## config.mk

```make
export PLATFORM = sky130hd
export DESIGN_NAME = rf_tx_framer
export DESIGN_NICKNAME = d
export VERILOG_FILES = /design/src/rtl/rf_tx_pkg.sv /design/src/rtl/rf_bit_timer.sv /design/src/rtl/rf_sym_rom.sv /design/src/rtl/rf_frame_seq.sv /design/src/rtl/rf_tx_framer.sv
export SDC_FILE = /design/constraint.sdc
export NUM_CORES = 1
export LEC_CHECK = 0
export ABC_AREA = 1
export BUFFER_PORTS_ARGS = -buffer_cell sky130_fd_sc_hd__buf_2
export CORE_MARGIN = 8
export CORE_UTILIZATION = 40
export CTS_BUF_LIST = sky130_fd_sc_hd__clkbuf_2 sky130_fd_sc_hd__clkbuf_4 sky130_fd_sc_hd__clkbuf_8
export CTS_CLUSTER_SIZE = 8
export DETAILED_ROUTE_END_ITERATION = 12
export PLACE_DENSITY = 0.57
export SLEW_MARGIN = 10
export SYNTH_ARGS = -nofsm -noshare
export SYNTH_HDL_FRONTEND = slang
export SYNTH_SLANG_ARGS = --single-unit
export TNS_END_PERCENT = 5
```

## constraint.sdc

```tcl
create_clock -name clk -period 6.4 [get_ports clk]
set_clock_uncertainty 0.1 [all_clocks]
set_input_delay 0 -clock clk [delete_from_list [all_inputs] [get_ports clk]]
set_output_delay 0 -clock clk [all_outputs]
set_load 0.005 [all_outputs]
```

## src/rtl/rf_tx_pkg.sv

```systemverilog
package rf_tx_pkg;

  localparam int SYM_W    = 12;
  localparam int BYTE_W   = 8;
  localparam int SYM_CNT  = 256;
  localparam int ROM_BITS = SYM_CNT * SYM_W;

  localparam logic [BYTE_W-1:0] SYNC_CODE = 8'b1110_0100;
  localparam logic [BYTE_W-1:0] HOLD_CODE = ~SYNC_CODE;

  typedef enum logic [2:0] {
    PH_IDLE,
    PH_WAKE,
    PH_HOLD,
    PH_PRE,
    PH_SYNC,
    PH_DATA,
    PH_SUM
  } phase_t;

  // Collects, in ascending order, the first 256 twelve-bit codes with six
  // ones and no run longer than four. Two nested 64-step loops keep each
  // loop short during constant evaluation.
  function automatic logic [ROM_BITS-1:0] build_sym_rom();
    logic [ROM_BITS-1:0] tbl;
    logic [SYM_W-1:0]    code;
    int found;
    int ones;
    int run;
    int worst;
    tbl   = '0;
    found = 0;
    for (int hi = 0; hi < 64; hi++) begin
      for (int lo = 0; lo < 64; lo++) begin
        code  = SYM_W'(hi * 64 + lo);
        ones  = 0;
        run   = 1;
        worst = 1;
        for (int b = 0; b < SYM_W; b++) begin
          ones = ones + int'(code[b]);
          if (b > 0) begin
            if (code[b] == code[b-1]) run = run + 1;
            else                      run = 1;
            if (run > worst) worst = run;
          end
        end
        if (ones == 6 && worst <= 4 && found < SYM_CNT) begin
          tbl[found*SYM_W +: SYM_W] = code;
          found = found + 1;
        end
      end
    end
    return tbl;
  endfunction

endpackage

```

## src/rtl/rf_bit_timer.sv

```systemverilog
module rf_bit_timer #(
  parameter int BIT_DIV = 256
) (
  input  logic clk,
  input  logic rst_n,
  input  logic clr,
  input  logic run,
  output logic tick
);

  localparam int CW = (BIT_DIV > 1) ? $clog2(BIT_DIV) : 1;
  localparam logic [CW-1:0] LAST = CW'(BIT_DIV - 1);

  logic [CW-1:0] cnt_q;
  logic [CW-1:0] cnt_d;

  always_comb begin
    cnt_d = cnt_q;
    if (clr)             cnt_d = '0;
    else if (run) begin
      if (cnt_q == LAST) cnt_d = '0;
      else               cnt_d = cnt_q + 1'b1;
    end
  end

  always_ff @(posedge clk or negedge rst_n) begin
    if (!rst_n) cnt_q <= '0;
    else        cnt_q <= cnt_d;
  end

  assign tick = run && (cnt_q == LAST);


  tick_gap_chk: assert property (@(posedge clk) disable iff (!rst_n)
    tick |=> !tick);

endmodule

```

## src/rtl/rf_sym_rom.sv

```systemverilog
module rf_sym_rom
  import rf_tx_pkg::*;
(
  input  logic [BYTE_W-1:0] byte_in,
  output logic [SYM_W-1:0]  sym_out
);

  localparam logic [ROM_BITS-1:0] TABLE = build_sym_rom();

  assign sym_out = TABLE[int'(byte_in) * SYM_W +: SYM_W];

endmodule

```

## src/rtl/rf_frame_seq.sv

```systemverilog
module rf_frame_seq
  import rf_tx_pkg::*;
#(
  parameter int HOLD_PERIOD = 256,
  parameter int MAX_BYTES   = 27,
  parameter int ADDR_W      = 5
) (
  input  logic              clk,
  input  logic              rst_n,
  input  logic              start,
  input  logic [7:0]        pre_cycles,
  input  logic [7:0]        wake_units,
  input  logic              wake_req,
  input  logic              tick,
  output logic              busy,
  output logic              accept,
  input  logic [BYTE_W-1:0] rd_data,
  output logic [ADDR_W-1:0] rd_addr,
  output logic [BYTE_W-1:0] rom_idx,
  input  logic [SYM_W-1:0]  rom_sym,
  output logic              tx_en_n,
  output logic              txd,
  output logic              done
);

  localparam int CYC_W = ($clog2(HOLD_PERIOD) > 8) ? $clog2(HOLD_PERIOD) : 8;
  localparam logic [CYC_W-1:0]  HOLD_LAST = CYC_W'(HOLD_PERIOD - 1);
  localparam logic [ADDR_W-1:0] LAST_MAX  = ADDR_W'(MAX_BYTES - 1);
  localparam logic [SYM_W-1:0]  PRE_PAT   = {2'b01, {(SYM_W-2){1'b0}}};
  localparam logic [SYM_W-1:0]  SYNC_PAT  = {SYNC_CODE, {(SYM_W-BYTE_W){1'b0}}};
  localparam logic [SYM_W-1:0]  HOLD_PAT  = {HOLD_CODE, {(SYM_W-BYTE_W){1'b0}}};

  phase_t              phase_q, phase_d;
  logic [SYM_W-1:0]    sh_q, sh_d;
  logic [3:0]          nleft_q, nleft_d;
  logic                txd_q, txd_d;
  logic                en_n_q, en_n_d;
  logic                done_q, done_d;
  logic [CYC_W-1:0]    cyc_q, cyc_d;
  logic [7:0]          unit_q, unit_d;
  logic [7:0]          pre_q, pre_d;
  logic [7:0]          wun_q, wun_d;
  logic [ADDR_W-1:0]   idx_q, idx_d;
  logic [ADDR_W-1:0]   last_q, last_d;
  logic [ADDR_W-1:0]   addr_q, addr_d;
  logic [BYTE_W-1:0]   sum_q, sum_d;

  logic                load;
  logic [SYM_W-1:0]    pat;
  logic [3:0]          plen;
  logic [ADDR_W-1:0]   len_field;
  logic                at_last;

  assign busy      = (phase_q != PH_IDLE);
  assign accept    = start && !busy;
  assign at_last   = (idx_q == last_q);
  assign rom_idx   = (phase_q == PH_DATA && at_last) ? sum_q : rd_data;
  assign len_field = rd_data[ADDR_W-1:0];

  always_comb begin
    phase_d = phase_q;
    sh_d    = sh_q;
    nleft_d = nleft_q;
    txd_d   = txd_q;
    en_n_d  = en_n_q;
    done_d  = 1'b0;
    cyc_d   = cyc_q;
    unit_d  = unit_q;
    pre_d   = pre_q;
    wun_d   = wun_q;
    idx_d   = idx_q;
    last_d  = last_q;
    addr_d  = addr_q;
    sum_d   = sum_q;
    load    = 1'b0;
    pat     = PRE_PAT;
    plen    = 4'd2;

    if (accept) begin
      pre_d   = (pre_cycles == 8'd0) ? 8'd1 : pre_cycles;
      wun_d   = wake_units;
      unit_d  = '0;
      cyc_d   = '0;
      addr_d  = '0;
      idx_d   = '0;
      sum_d   = '0;
      en_n_d  = 1'b0;
      phase_d = (wake_req && wake_units != 8'd0) ? PH_WAKE : PH_PRE;
      load    = 1'b1;
    end else if (tick && busy) begin
      if (nleft_q != 4'd0) begin
        txd_d   = sh_q[SYM_W-1];
        sh_d    = sh_q << 1;
        nleft_d = nleft_q - 4'd1;
      end else begin
        case (phase_q)
          PH_WAKE: begin
            load = 1'b1;
            if (cyc_q == HOLD_LAST) begin
              phase_d = PH_HOLD;
              cyc_d   = '0;
              pat     = HOLD_PAT;
              plen    = 4'd8;
            end else begin
              cyc_d = cyc_q + 1'b1;
            end
          end
          PH_HOLD: begin
            load = 1'b1;
            if (unit_q == wun_q - 8'd1) begin
              phase_d = PH_PRE;
            end else begin
              unit_d  = unit_q + 8'd1;
              phase_d = PH_WAKE;
            end
          end
          PH_PRE: begin
            load = 1'b1;
            if (cyc_q + 1'b1 == CYC_W'(pre_q)) begin
              phase_d = PH_SYNC;
              pat     = SYNC_PAT;
              plen    = 4'd8;
            end else begin
              cyc_d = cyc_q + 1'b1;
            end
          end
          PH_SYNC: begin
            load    = 1'b1;
            pat     = rom_sym;
            plen    = 4'd12;
            phase_d = PH_DATA;
            last_d  = (len_field > LAST_MAX) ? LAST_MAX : len_field;
            sum_d   = rd_data;
            idx_d   = '0;
            addr_d  = ADDR_W'(1);
          end
          PH_DATA: begin
            load = 1'b1;
            pat  = rom_sym;
            plen = 4'd12;
            if (at_last) begin
              phase_d = PH_SUM;
            end else begin
              idx_d  = idx_q + 1'b1;
              addr_d = addr_q + 1'b1;
              sum_d  = sum_q + rd_data;
            end
          end
          PH_SUM: begin
            phase_d = PH_IDLE;
            en_n_d  = 1'b1;
            txd_d   = 1'b0;
            done_d  = 1'b1;
          end
          default: ;
        endcase
      end
    end

    if (load) begin
      txd_d   = pat[SYM_W-1];
      sh_d    = pat << 1;
      nleft_d = plen - 4'd1;
    end
  end

  always_ff @(posedge clk or negedge rst_n) begin
    if (!rst_n) begin
      phase_q <= PH_IDLE;
      sh_q    <= '0;
      nleft_q <= '0;
      txd_q   <= 1'b0;
      en_n_q  <= 1'b1;
      done_q  <= 1'b0;
      cyc_q   <= '0;
      unit_q  <= '0;
      pre_q   <= '0;
      wun_q   <= '0;
      idx_q   <= '0;
      last_q  <= '0;
      addr_q  <= '0;
      sum_q   <= '0;
    end else begin
      phase_q <= phase_d;
      sh_q    <= sh_d;
      nleft_q <= nleft_d;
      txd_q   <= txd_d;
      en_n_q  <= en_n_d;
      done_q  <= done_d;
      cyc_q   <= cyc_d;
      unit_q  <= unit_d;
      pre_q   <= pre_d;
      wun_q   <= wun_d;
      idx_q   <= idx_d;
      last_q  <= last_d;
      addr_q  <= addr_d;
      sum_q   <= sum_d;
    end
  end

  assign rd_addr = addr_q;
  assign tx_en_n = en_n_q;
  assign txd     = txd_q;
  assign done    = done_q;


  idle_line_low_chk: assert property (@(posedge clk) disable iff (!rst_n)
    en_n_q |-> !txd_q);


  txd_boundary_chk: assert property (@(posedge clk) disable iff (!rst_n)
    !$stable(txd_q) |-> $past(tick || accept));


  sym_balance_chk: assert property (@(posedge clk) disable iff (!rst_n)
    (tick && nleft_q == 4'd0 && (phase_q == PH_SYNC || phase_q == PH_DATA))
      |-> ($countones(rom_sym) == 6));


  addr_range_chk: assert property (@(posedge clk) disable iff (!rst_n)
    busy |-> (addr_q <= ADDR_W'(MAX_BYTES)));


  done_single_chk: assert property (@(posedge clk) disable iff (!rst_n)
    done_q |=> !done_q);


  done_release_chk: assert property (@(posedge clk) disable iff (!rst_n)
    done_q |-> (en_n_q && $past(!en_n_q)));


  busy_start_chk: assert property (@(posedge clk) disable iff (!rst_n)
    (start && busy && !tick) |=> $stable(txd_q));

endmodule

```

## src/rtl/rf_tx_framer.sv

```systemverilog
module rf_tx_framer
  import rf_tx_pkg::*;
#(
  parameter int BIT_DIV     = 256,
  parameter int HOLD_PERIOD = 256,
  parameter int MAX_BYTES   = 27
) (
  input  logic       clk,
  input  logic       rst_n,
  input  logic       start,
  input  logic [7:0] pre_cycles,
  input  logic [7:0] wake_units,
  input  logic       wake_req,
  output logic [4:0] rd_addr,
  input  logic [7:0] rd_data,
  output logic       tx_en_n,
  output logic       txd,
  output logic       done
);

  localparam int ADDR_W = 5;

  logic              tick;
  logic              busy;
  logic              accept;
  logic [BYTE_W-1:0] rom_idx;
  logic [SYM_W-1:0]  rom_sym;

  rf_bit_timer #(.BIT_DIV(BIT_DIV)) u_timer (
    .clk   (clk),
    .rst_n (rst_n),
    .clr   (accept),
    .run   (busy),
    .tick  (tick)
  );

  rf_sym_rom u_rom (
    .byte_in (rom_idx),
    .sym_out (rom_sym)
  );

  rf_frame_seq #(
    .HOLD_PERIOD (HOLD_PERIOD),
    .MAX_BYTES   (MAX_BYTES),
    .ADDR_W      (ADDR_W)
  ) u_seq (
    .clk        (clk),
    .rst_n      (rst_n),
    .start      (start),
    .pre_cycles (pre_cycles),
    .wake_units (wake_units),
    .wake_req   (wake_req),
    .tick       (tick),
    .busy       (busy),
    .accept     (accept),
    .rd_data    (rd_data),
    .rd_addr    (rd_addr),
    .rom_idx    (rom_idx),
    .rom_sym    (rom_sym),
    .tx_en_n    (tx_en_n),
    .txd        (txd),
    .done       (done)
  );

endmodule

```

==> flow_summary.json, run 1 <==
{
  "status": "finished, final reports clean",
  "tns_ns": 0,
  "worstPathArrival_ns": 4.01,
  "finalCritPeriodShare_pct": 59.9,
  "grt_pass1_wl_um": 38300,
  "worstPathCellList": "nand2_8 > nor2_4 > nand4_4 > nand2_2 > nand2_2 > buf_4 > inv_2 > nand2_2 > nand2_1 > nand2_1 > nand2_1 > nand2_1 > nand3_1 > nand2_1 > inv_1 > nand2_1 > nand3_1 > a21oi_1",
  "area_growth_pct": 10.2,
  "cts_max_level": 3,
  "critPathLaunchType": "flip-flop",
  "synth_cell_types": 56,
  "fin_crit_ns": 3.83,
  "grt_pass1_vias": 7302,
  "dpl.hpwl_um": 16900,
  "wl_per_cell_um": 16.6,
  "critical_path.endpoint": "u_seq.sh_q[3]$_DFFE_PN0P_",
  "avgSynthCellArea_um2": 6.57,
  "synthCells": 1128,
  "clkSinkCount": 84,
  "final-instance-count-excl-fill": 1405,
  "crit_start": "u_seq.phase_q[2]$_DFFE_PN0P_",
  "final-max-slew-violation-count": 0,
  "grt_max_degree": 73,
  "ys_ff_latch": 84,
  "drc": 0,
  "syn-num-nets": 1182,
  "hold_path_class": "in2reg",
  "cap_viol_max_count": 0,
  "cts_buffer_depth": 2,
  "clk_latency_ns": 0.38,
  "yosysMostFrequentCell": "nand2_1",
  "synth_top_area_share_pct": 28.0,
  "drive_gt1_share_pct": 10.8,
  "r2r_start": "u_seq.phase_q[2]$_DFFE_PN0P_",
  "hold_viol": 0,
  "root_buffer": "clkbuf_8",
  "power_density_nw_per_um2": 152,
  "drt-total-wl_um": 23300,
  "antenna_found_initial": 0,
  "num-nets-final": 1225,
  "seq_area_frac_synth_pct": 28.4,
  "gp_congestion": 0.962,
  "synth_flop_cell": "dfrtp_1",
  "worst_pin_slew_ns": 0.938,
  "num_antenna_cells": 0,
  "drtAntennaViolNets": 0,
  "synth.top_cells.by_count": "nand2_1 (347), nand3_1 (121), inv_1 (102), dfrtp_1 (83), nor2_1 (77)",
  "crit_path_frequent_cell": "nand2_1",
  "portBuffers": 35,
  "synth_edf_count": 0,
  "crit_required_ns": 6.57,
  "first_iter_violations": 711,
  "num_rows": 49,
  "slew_headroom_pct": 37.5,
  "die-width_um": 152,
  "critPathKind": "reg2reg",
  "synth_area_um2": 7410,
  "r2r_slack_ns": 2.57,
  "rsz0062_at_grt": "false",
  "ctsResizeCount": 0,
  "dp_cells": 1360,
  "clock.fmax_ghz": 0.261,
  "cts_tree": "yes",
  "viasPerCell": 5.48,
  "crit_family": "simple AND/OR/NAND/NOR gates",
  "crit_path_end_kind": "flip-flop",
  "io_pins": 36,
  "irDropWorstVdd_uv": 103,
  "critical_path_depth": 18,
  "synthTopCellsByArea": "dfrtp_1 (28%), nand2_1 (18%), nand3_1 (8.2%)",
  "final_util_pct": 45.1,
  "crit_slowest_cell": "dfrtp_1",
  "yosysTopAreaCell": "dfrtp_1",
  "leakage_nw": 4.09,
  "dr.pass1.iters": 5,
  "track_usage_pct": 20.0,
  "r2r_end": "u_seq.sh_q[3]$_DFFE_PN0P_",
  "critPathBufInv": 3,
  "core_area_um2": 18100,
  "grt_overflow": 0,
  "clk_pin_slew_ns": 0.10,
  "dieArea_um2": 23100,
  "slowest_delay_ns": 0.57,
  "synthArstFlopShare_pct": 100,
  "numCtsBuffers": 9,
  "finalSetupViolCount": 0,
  "cp_max_fo": 51,
  "chipHeight_um": 152,
  "ys_warn_count": 0,
  "vias": 7698,
  "ff2ff_path_depth": 18,
  "start_util_pct": 41.0
}
worst min-delay path by stage:
stage,from,endpoint,slack (ns),cells past startpoint
floorplan,rst_n,u_seq.cyc_q[0]$_DFFE_PN0P_,-0.40,0
global placement,rst_n,u_seq.sh_q[1]$_DFFE_PN0P_,-0.24,1
detailed placement,rst_n,u_seq.sh_q[1]$_DFFE_PN0P_,-0.24,1
CTS,wake_req,u_seq.phase_q[1]$_DFFE_PN0P_,0.05,6
global route,wake_req,u_seq.phase_q[1]$_DFFE_PN0P_,0.05,6
finish,wake_req,u_seq.phase_q[1]$_DFFE_PN0P_,0.05,6
through the flow:
stage               cell area [um2]  hold slack [ns]  total power, mW  worst slack (ns)
global placement               7670           -0.238            0.826              2.67
floorplan                      7410           -0.396            0.746              3.80
finish                         8170           0.0456             1.24              2.57
CTS                            8170           0.0524             1.25              2.66
detailed placement             7670           -0.236            0.823              2.68
global route                   8170           0.0465             1.31              2.33
cells by family after synthesis:
kind of cell	Yosys count	synth area share, %
AO/OA/AOI/OAI	200	15.1
XOR/XNOR	32	3.88
adder cells (fa/ha/maj)	26	4.49
buffers and inverters	157	9.47
flip-flops	84	28.4
AND/OR/NAND/NOR	629	38.6
cell usage in the layout, fill, tap and decap left out, types with 11 or more instances in the layout:
master         instances
nand2_1              347
nand3_1              121
inv_1                102
dfrtp_1               83
nor2_1                77
o21ai_0               76
a21oi_1               61
buf_2                 34
dlygate4sd3_1         29
ha_1                  25
o21ai_1               22
xor2_1                20
nand2_2               19
inv_2                 15
nand4_1               13
nor3_1                12
xnor2_1               11
area by class of cell:
class / count / area [um2]
Fill cell: 1884 / 9920
Multi-Input combinational cell: 887 / 4600
Sequential cell: 84 / 2100
Timing Repair Buffer: 70 / 513
Inverter: 119 / 450
Tap cell: 229 / 287
Clock buffer: 9 / 124
Clock inverter: 7 / 85.1
flip-flops by register name (all words and copies together), names as in the netlist:
name	count
u_seq.cyc_q	8
u_seq.done	1
u_seq.idx_q	5
u_seq.last_q	5
u_seq.nleft_q	4
u_seq.phase_q	3
u_seq.pre_q	8
u_seq.rd_addr	5
u_seq.sh_q	11
u_seq.sum_q	8
u_seq.tx_en_n	1
u_seq.txd	1
u_seq.unit_q	8
u_seq.wun_q	8
u_timer.cnt_q	8
metal layers:
metal | up-vias | global-route usage (%) | share of wire, %
met5 | - | 0 | 0
met2 | 298 | 30.3 | 44
met4 | 0 | 7.19 | 2.4
met3 | 55 | 3.23 | 6.9
met1 | 3552 | 28.3 | 47
li1 | 3793 | - | -
tightest hold or removal path, delay by kind of cell:
family / cells / cell delay, ns
AOI/OAI and AO/OA: 4 / 0.37
buffers and inverters: 1 / 0.07
and+or+nand+nor: 1 / 0.04
report_power, final:
group          internal [mW]  switching (mW)  leakage, nW
combinational         0.0932           0.187         3.01
sequential             0.543          0.0100        0.981
clock                  0.187           0.221       0.0995
total                  0.823           0.418         4.09
what timing repair did:
item | CTS | global route
setup buffers | 0 | 0
hold buffers | 29 | 0
hold endpoints to repair | 117 | 0
Note: power is estimated with default switching activity, not from simulation.
==> inputs of run 2 (changes only) <==
Clock period 6.4 ns to 3.6 ns, I/O delays scaled along.
==> run 2 against run 1 <==
- setup slack lost 2.3 ns
- critical path depth decreased by 3
- hold slack improved by 0.038 ns
- sequential cell count unchanged
- clock power is 58% higher
- die area did not move
- fmax grew 16%
==> flow_summary.json, run 2 (synthesis results as in run 1) <==
{
  "dp_cells": 1376,
  "pwr-share-comb_pct": 24.0,
  "clock.fmax_ghz": 0.303,
  "finalCritPeriodShare_pct": 91.5,
  "worstPathArrival_ns": 3.45,
  "placed_area_um2": 7790,
  "core_area_um2": 18100,
  "crit_slowest_cell": "dfrtp_1",
  "crit_path_end_kind": "flip-flop",
  "num_antenna_cells": 0,
  "swShare_pct": 34.1,
  "vias": 7697,
  "layout_common_cells": "nand2_1 (347), nand3_1 (121), inv_1 (102)",
  "crit_required_ns": 3.76,
  "final_util_pct": 45.7,
  "numCtsBuffers": 9,
  "cap_viol_max_count": 0,
  "drtAntennaViolNets": 0,
  "io_pins": 36,
  "largest_register_ffs": 11,
  "grt_pass1_wl_um": 39700,
  "worst_pin_slew_ns": 0.923,
  "dieArea_um2": 23100,
  "fin_area_um2": 8260,
  "gp_congestion": 0.944,
  "p_clk_share_pct": 30.1,
  "top_register": "u_seq.sh_q",
  "hold_viol": 0,
  "finalSetupViolCount": 0,
  "dr.pass1.iters": 5,
  "root_buffer": "clkbuf_8",
  "drt-total-wl_um": 24300,
  "clk_latency_ns": 0.36,
  "slew_headroom_pct": 38.5,
  "power.switching_mw": 0.731,
  "tns_ns": 0,
  "grt_max_degree": 69,
  "die-width_um": 152,
  "critPathLaunchType": "flip-flop",
  "slowest_delay_ns": 0.45,
  "final-instance-count-excl-fill": 1420,
  "area_growth_pct": 11.5,
  "cts_max_level": 3,
  "cts_setup_buffers": 0,
  "first_iter_violations": 585,
  "p_seq_share_pct": 45.9,
  "critPathKind": "reg2reg",
  "crit_path_frequent_cell": "nor2_1",
  "clk_pin_slew_ns": 0.09,
  "num-nets-final": 1240,
  "p_total_mw": 2.14,
  "num-fill-cells": 1875,
  "hold_path_class": "in2reg",
  "antenna_found_initial": 0,
  "final-max-slew-violation-count": 0,
  "start_util_pct": 41.0,
  "power_density_nw_per_um2": 259,
  "cts_buffer_depth": 2,
  "rsz0062_at_grt": "false",
  "status": "finished, final reports clean",
  "dpl.hpwl_um": 18200,
  "viasPerCell": 5.42,
  "intPower_mw": 1.41,
  "cp_max_fo": 9,
  "multi_input_area_um2": 4610,
  "ff_latch_area_um2": 2100,
  "grt_pass1_vias": 7424,
  "drc": 0,
  "worstPathCellList": "inv_4 > nand2_8 > nor2_4 > nand4_4 > o21ai_4 > ha_1 > nand3_1 > a21oi_2 > nor2_1 > nor2_1 > nor2_1 > a21oi_1 > nand2_1 > nand2_1 > a21oi_1",
  "leakage_nw": 4.15,
  "drive_gt1_share_pct": 12.2,
  "chipHeight_um": 152,
  "clkSinkCount": 84,
  "layout_setup_ws_ns": 0.305,
  "irDropWorstVdd_uv": 218,
  "portBuffers": 35,
  "cts_tree": "yes",
  "whs_ns": 0.0839,
  "dp_slack_ns": 0.223,
  "final_common_cell": "nand2_1",
  "track_usage_pct": 20.9,
  "grt_overflow": 0,
  "num_rows": 49,
  "fin_crit_ns": 3.29,
  "wl_per_cell_um": 17.1
}
## run 2: path summary, 6_finish.rpt
kind	from	end	slack, ns	cells after the start
min in group asynchronous	rst_n	u_seq.sh_q[2]$_DFFE_PN0P_	0.21	2
min	wake_req	u_seq.phase_q[1]$_DFFE_PN0P_	0.08	6
max	u_seq.phase_q[1]$_DFFE_PN0P_	u_seq.sh_q[5]$_DFFE_PN0P_	0.31	15
min reg2reg	u_seq.sh_q[1]$_DFFE_PN0P_	u_seq.sh_q[1]$_DFFE_PN0P_	0.39	2
max in group asynchronous	rst_n	u_seq.idx_q[1]$_DFFE_PN0P_	2.36	3
max reg2reg	u_seq.phase_q[1]$_DFFE_PN0P_	u_seq.sh_q[5]$_DFFE_PN0P_	0.31	15
## run 2: worst max-delay path, delay by kind of cell, from the launching register on
family	cells	cell delay (ns)
adder cells (fa/ha/maj)	1	0.38
AND/OR/NAND/NOR	9	1.25
buffers and inverters	1	0.13
AO/OA/AOI/OAI	4	0.85
flip-flops	1	0.45
## run 2: timing repair
item | CTS | global route
setup endpoints to repair | 0 | 3
gates resized for setup | 0 | 3
endpoints found under the hold margin | 99 | 0
hold buffers | 28 | 0
## run 2: per-layer routing
metal,up-vias,routed length (um),GRT usage (%)
met5,-,0,0
met4,0,746,8.23
met3,48,1550,2.64
met2,296,10400,32.2
met1,3525,11600,29.2
li1,3828,-,-
## run 2: cell type report
class,instances,share of cell area (%)
Multi-Input combinational cell,887,55.8
Inverter,119,5.45
Timing Repair Buffer,85,7.54
Tap cell,229,3.47
Clock buffer,10,1.67
Sequential cell,84,25.5
Clock inverter,6,0.591
## run 2: power groups by stage
stage,registers [mW],logic (mW),clock network [mW]
finish,0.983,0.514,0.646
global route,0.987,0.573,0.710
CTS,0.983,0.503,0.676
detailed placement,1.00,0.479,0
global placement,1.00,0.487,0
floorplan,0.998,0.329,0
